--- config.mk ---
export PLATFORM = sky130hd
export DESIGN_NAME = wavefront_ring
export DESIGN_NICKNAME = d
export VERILOG_FILES = /design/src/rtl/wfr_pkg.sv /design/src/rtl/wfr_advance_rule.sv /design/src/rtl/wfr_stage.sv /design/src/rtl/wfr_step_stats.sv /design/src/rtl/wfr_lap_tracker.sv /design/src/rtl/wavefront_ring.sv
export SDC_FILE = /design/constraint.sdc
export NUM_CORES = 1
export LEC_CHECK = 0
export ABC_AREA = 1
export BUFFER_PORTS_ARGS = -buffer_cell sky130_fd_sc_hd__buf_2
export CAP_MARGIN = 20
export CORE_UTILIZATION = 41
export DETAILED_ROUTE_END_ITERATION = 10
export PLACE_DENSITY = 0.78
export SYNTH_ARGS = -nofsm -noshare
export SYNTH_HDL_FRONTEND = slang
export SYNTH_SLANG_ARGS = --single-unit
--- constraint.sdc ---
create_clock -name clk -period 3.8 [get_ports clk]
set_clock_uncertainty 0.2 [all_clocks]
set_input_delay 0 -clock clk [delete_from_list [all_inputs] [get_ports clk]]
set_output_delay 0 -clock clk [all_outputs]
set_load 0.1 [all_outputs]
--- src/rtl/wfr_pkg.sv ---
package wfr_pkg;

    typedef enum logic {
        PH_NULL = 1'b0,
        PH_DATA = 1'b1
    } phase_e;

    // Index of the stage feeding stage i in a ring of n stages.
    function automatic int ring_prev(input int i, input int n);
        return (i + n - 1) % n;
    endfunction

    // Index of the stage fed by stage i in a ring of n stages.
    function automatic int ring_next(input int i, input int n);
        return (i + 1) % n;
    endfunction

endpackage

--- src/rtl/wfr_advance_rule.sv ---
module wfr_advance_rule
    import wfr_pkg::*;
#(
    parameter int unsigned N_STAGES = 8
) (
    input  logic [N_STAGES-1:0] phase_i,
    output logic [N_STAGES-1:0] take_o
);

    // A stage may copy its predecessor only if it and its successor both
    // hold the opposite phase; otherwise a wavefront would vanish.
    for (genvar g = 0; g < int'(N_STAGES); g++) begin : g_rule
        localparam int PREV = ring_prev(g, int'(N_STAGES));
        localparam int NEXT = ring_next(g, int'(N_STAGES));
        assign take_o[g] = (phase_i[g] != phase_i[PREV]) &&
                           (phase_i[NEXT] != phase_i[PREV]);
    end

endmodule

--- src/rtl/wfr_stage.sv ---
module wfr_stage
    import wfr_pkg::*;
#(
    parameter int unsigned VAL_W = 4
) (
    input  logic             clk,
    input  logic             rst,
    input  logic             load_en,
    input  phase_e           load_phase,
    input  logic [VAL_W-1:0] load_val,
    input  logic             take,
    input  phase_e           src_phase,
    input  logic [VAL_W-1:0] src_val,
    output phase_e           phase_o,
    output logic [VAL_W-1:0] val_o
);

    always_ff @(posedge clk) begin
        if (rst) begin
            phase_o <= PH_NULL;
            val_o   <= '0;
        end else if (load_en) begin
            phase_o <= load_phase;
            val_o   <= load_val;
        end else if (take) begin
            phase_o <= src_phase;
            val_o   <= src_val;
        end
    end

endmodule

--- src/rtl/wfr_step_stats.sv ---
module wfr_step_stats #(
    parameter int unsigned N_STAGES = 8,
    parameter int unsigned CNT_W    = $clog2(N_STAGES + 1)
) (
    input  logic                clk,
    input  logic                rst,
    input  logic                load_en,
    input  logic                fire,
    input  logic [N_STAGES-1:0] take_i,
    output logic [CNT_W-1:0]    moves_o,
    output logic                deadlock_o
);

    logic [CNT_W-1:0] take_cnt;

    always_comb begin
        take_cnt = '0;
        for (int i = 0; i < int'(N_STAGES); i++) begin
            take_cnt = take_cnt + CNT_W'(take_i[i]);
        end
    end

    always_ff @(posedge clk) begin
        if (rst || load_en) begin
            moves_o    <= '0;
            deadlock_o <= 1'b0;
        end else if (fire) begin
            moves_o    <= take_cnt;
            deadlock_o <= (take_cnt == '0);
        end
    end

    AST_MOVES_HALF: assert property (@(posedge clk) disable iff (rst)
        moves_o <= CNT_W'(N_STAGES / 2));

endmodule

--- src/rtl/wfr_lap_tracker.sv ---
module wfr_lap_tracker
    import wfr_pkg::*;
#(
    parameter int unsigned      VAL_W   = 4,
    parameter int unsigned      LAP_W   = 8,
    parameter logic [VAL_W-1:0] LAP_TAG = '0
) (
    input  logic             clk,
    input  logic             rst,
    input  logic             load_en,
    input  logic             enter_take,
    input  phase_e           src_phase,
    input  logic [VAL_W-1:0] src_val,
    output logic [LAP_W-1:0] laps_o
);

    logic tag_enters;

    assign tag_enters = enter_take && (src_phase == PH_DATA) && (src_val == LAP_TAG);

    always_ff @(posedge clk) begin
        if (rst || load_en) begin
            laps_o <= '0;
        end else if (tag_enters) begin
            laps_o <= laps_o + LAP_W'(1);
        end
    end

    AST_LAP_STEP: assert property (@(posedge clk) disable iff (rst)
        (!$past(rst) && !$past(load_en)) |->
            (laps_o == $past(laps_o) || laps_o == $past(laps_o) + LAP_W'(1)));

endmodule

--- src/rtl/wavefront_ring.sv ---
module wavefront_ring
    import wfr_pkg::*;
#(
    parameter int unsigned      N_STAGES = 8,
    parameter int unsigned      VAL_W    = 4,
    parameter int unsigned      LAP_W    = 8,
    parameter logic [VAL_W-1:0] LAP_TAG  = '0,
    localparam int unsigned     CNT_W    = $clog2(N_STAGES + 1),
    localparam int unsigned     BUS_W    = N_STAGES * VAL_W
) (
    input  logic                clk,
    input  logic                rst,
    input  logic                load_en,
    input  logic [N_STAGES-1:0] load_phase,
    input  logic [BUS_W-1:0]    load_val,
    input  logic                step_en,
    output logic [N_STAGES-1:0] stage_phase,
    output logic [BUS_W-1:0]    stage_val,
    output logic [CNT_W-1:0]    moves,
    output logic                deadlock,
    output logic [LAP_W-1:0]    laps
);

    phase_e              ph_q  [N_STAGES];
    logic [VAL_W-1:0]    val_q [N_STAGES];
    logic [N_STAGES-1:0] ph_vec;
    logic [N_STAGES-1:0] take_raw;
    logic [N_STAGES-1:0] take_eff;
    logic                fire;

    assign fire     = step_en && !load_en;
    assign take_eff = take_raw & {N_STAGES{fire}};

    wfr_advance_rule #(
        .N_STAGES (N_STAGES)
    ) rule_i (
        .phase_i (ph_vec),
        .take_o  (take_raw)
    );

    for (genvar g = 0; g < int'(N_STAGES); g++) begin : g_stage
        localparam int PREV = ring_prev(g, int'(N_STAGES));

        wfr_stage #(
            .VAL_W (VAL_W)
        ) stage_i (
            .clk        (clk),
            .rst        (rst),
            .load_en    (load_en),
            .load_phase (phase_e'(load_phase[g])),
            .load_val   (load_val[g*VAL_W +: VAL_W]),
            .take       (take_eff[g]),
            .src_phase  (ph_q[PREV]),
            .src_val    (val_q[PREV]),
            .phase_o    (ph_q[g]),
            .val_o      (val_q[g])
        );

        assign ph_vec[g]                    = ph_q[g];
        assign stage_val[g*VAL_W +: VAL_W]  = val_q[g];
    end

    assign stage_phase = ph_vec;

    wfr_step_stats #(
        .N_STAGES (N_STAGES),
        .CNT_W    (CNT_W)
    ) stats_i (
        .clk        (clk),
        .rst        (rst),
        .load_en    (load_en),
        .fire       (fire),
        .take_i     (take_eff),
        .moves_o    (moves),
        .deadlock_o (deadlock)
    );

    wfr_lap_tracker #(
        .VAL_W   (VAL_W),
        .LAP_W   (LAP_W),
        .LAP_TAG (LAP_TAG)
    ) laps_i (
        .clk        (clk),
        .rst        (rst),
        .load_en    (load_en),
        .enter_take (take_eff[0]),
        .src_phase  (ph_q[N_STAGES-1]),
        .src_val    (val_q[N_STAGES-1]),
        .laps_o     (laps)
    );

    // Number of phase boundaries around the ring, for the ordering check.
    int bnd_cnt;
    always_comb begin
        bnd_cnt = 0;
        for (int i = 0; i < int'(N_STAGES); i++) begin
            if (ph_vec[i] != ph_vec[(i + 1) % int'(N_STAGES)]) begin
                bnd_cnt = bnd_cnt + 1;
            end
        end
    end

    AST_RESET_CLEAR: assert property (@(posedge clk) disable iff (rst)
        $past(rst) |-> (stage_phase == '0 && stage_val == '0 && laps == '0));

    AST_LOAD_APPLIES: assert property (@(posedge clk) disable iff (rst)
        (!$past(rst) && $past(load_en)) |->
            (stage_phase == $past(load_phase) && stage_val == $past(load_val)));

    AST_IDLE_HOLDS: assert property (@(posedge clk) disable iff (rst)
        (!$past(rst) && !$past(load_en) && !$past(step_en)) |->
            (stage_phase == $past(stage_phase) && stage_val == $past(stage_val)));

    AST_DEADLOCK_FROZEN: assert property (@(posedge clk) disable iff (rst)
        $rose(deadlock) |-> stage_phase == $past(stage_phase));

    AST_RING_BOUNDARIES: assert property (@(posedge clk) disable iff (rst)
        (!$past(rst) && $past(fire)) |-> bnd_cnt == $past(bnd_cnt));

endmodule

==> reports/results.ini <==
[synthesis]
synth_top_area_cell = dfxtp_1
seq_area_frac_synth_pct = 34.6
synth.area.top_cells = dfxtp_1 35%, nand2_1 16%, nand3_1 7.3%
syn_area_per_cell_um2 = 6.46
synth-warning-count = 0
synth_top_area_share_pct = 34.6
ys_ff_latch = 53
synthesis.nets = 526
netlist_instances = 474
netlist-cell-type-count = 30
synth_area_mm2 = 0.00306

[outcome]
outcome = completed

[clocking]
cts-root-buf = clkbuf_8
clkLatencyLatePin_ns = 0.32
cts.sinks = 53
clockBufferDepth = 2
cts-buffers-inserted = 5
clk_pin_slew_ns = 0.11
htree_levels = 2
cts_tree = yes

[grt]
grt_remaining_overflow = 0
track_usage_pct = 24.6
antenna_found_initial = 0
grt_pass1_wl_um = 15000
grt_pass1_vias = 3344
grt_max_degree = 72

[route]
wl_per_cell_um = 13.2
postRouteAntennaNets = 0
wl_met1_um = 3970
wl_met3_um = 580
routed_wl_um = 9470
highest_layer = met4
first_pass_iters = 5
wl_met2_um = 4670
vias = 3595
via_per_inst = 4.99
post-route-drc-count = 0
drt_iter0_markers = 178

[critical_path]
worstPathMaxFanout = 10
critPathArrivalTime_ns = 3.69
critPathKind = input port to register
end_kind = register
worst_ep_required_time_ns = 3.86
start_kind = input port

[floorplan]
start_util_pct = 42.2
die_height_um = 88.5
die_w_um = 88.5
io_pins = 97
dieArea_mm2 = 0.00782
rows = 31
core_area_mm2 = 0.00725

[timing]
slew_viol_final = 0
min_period_ns = 3.63
worst_slew_pin_slew_ns = 0.694
relSlewSlack_pct = 53.7
rsz0062_at_grt = no
final-setup-viol-count = 0
whs_ns = 0.0662
fmax_ghz = 0.275
fin_ws_ns = 0.169
period_share_pct = 95.6
finalHoldViolCount = 0

[min_path]
holdCritPathClass = input port to register

[layout]
drive_gt1_share_pct = 21.4
final_common_cell = nand2_1
multiInputGateArea_mm2 = 0.00165
layout.nets = 672
syn_to_final_growth_pct = 40.2
layout_common_cells = 132 x nand2_1, 96 x buf_2, 62 x dlygate4sd3_1
diodes = 0
fillers = 676
final_cells = 720
ff_latch_area_mm2 = 0.00107

[place]
pre_cts_ws_ns = -0.0288
dp.final_hpwl_um = 5960
portBuffers = 96
place.gp.congestion = 0.859
dp.cells = 649

[power_and_ir_drop]
peakVddDrop_mv = 0.210
p_total_uw = 1490
leakage_uw = 0.00214
powerDensity_mw_per_mm2 = 348

[run]
cap_violations = 0

Yosys cell counts:
cell      number
nand3_2        4
a21oi_1       43
nand4_1        4
inv_4          1
buf_4          8
clkinv_1       1
o21bai_1       1
nor2_4         1
nand3_1       45
o21a_1         1
fa_1           4
buf_1          1
dfxtp_1       53
ha_1           4
xor2_1         3
nand2_4        1
mux2i_1        1
a31oi_1        1
nor2_1        54
clkinv_2       1
clkbuf_1      13
nor3_1         1
buf_6          3
inv_1         47
buf_2          2
inv_6          1
o211ai_1       1
nand2_2        8
nand2_1      132
o21ai_0       34
sequential cells by signal, summed over array words and instances, names as in the netlist:
signal,cells
stats_i.moves_o,4
stats_i.deadlock_o,1
g_stage.stage_i.val_o,32
g_stage.stage_i.phase_o,8
laps_i.laps_o,8
report_power, final:
part           internal, uW  switching [uW]
logic                   144             390
registers               588            27.1
clock network           135             210
worst max-delay path: stages:
cell	delay, ns
dlygate4sd3_1	0.54
buf_2	0.16
inv_6	0.04
nand2_4	0.12
inv_4	0.09
nand2_1	0.09
inv_1	0.04
ha_1	0.26
inv_1	0.05
fa_1	0.55
fa_1	0.45
fa_2	0.40
fa_1	0.49
inv_1	0.05
nor2_2	0.11
nand4_1	0.11
a21oi_1	0.12
area by class of cell:
class,count,share of cell area (%)
flip-flops and latches,53,24.8
well taps,99,2.88
inverters,51,4.66
multi-input cells,343,38.4
clock buffers,5,1.60
clock inverters,3,0.582
repair buffers,166,27.0
stage by stage:
step           area [um2]  setup TNS [ns]  util [%]
5_1_grt              4300               0      59.2
4_1_cts              4280               0      59.0
3_3_place_gp         3560               0      49.1
6_report             4300               0      59.2
3_5_place_dp         3560         -0.0288      49.1
2_1_floorplan        3060               0         -
cell families (layout without fill, tap and decap cells):
logic type | Yosys count | count (layout) | synth area share [%]
compound gates | 81 | 81 | 13.5
xor+xnor | 3 | 3 | 0.858
mux | 1 | 1 | 0.327
simple gates | 250 | 250 | 34.8
buf+inv | 78 | 225 | 11.6
fa+ha+maj | 8 | 8 | 4.25
flops | 53 | 53 | 34.6
repair_timing:
item,CTS,global route
hold endpoints to repair,43,0
pin swaps,0,2
gates resized for setup,1,4
endpoints found under the setup margin,1,3
setup buffers,0,1
hold buffers,62,0
final timing paths:
path	endpoint	slack (ns)	startpoint	cells after the start
max	stats_i.deadlock_o	0.17	load_en	17
min reg2reg	stats_i.deadlock_o	0.29	stats_i.deadlock_o	2
min	g_stage[0].stage_i.val_o[0]	0.07	rst	4
max reg2reg	stats_i.deadlock_o	0.19	g_stage[1].stage_i.phase_o	15
metal layers:
metal  GRT usage [%]  up-vias
met3            4.76       24
met4            9.68        0
li1                -     1794
met5               0        -
met2            43.4      139
met1            29.4     1638
Power figures use the tool's default switching activity.
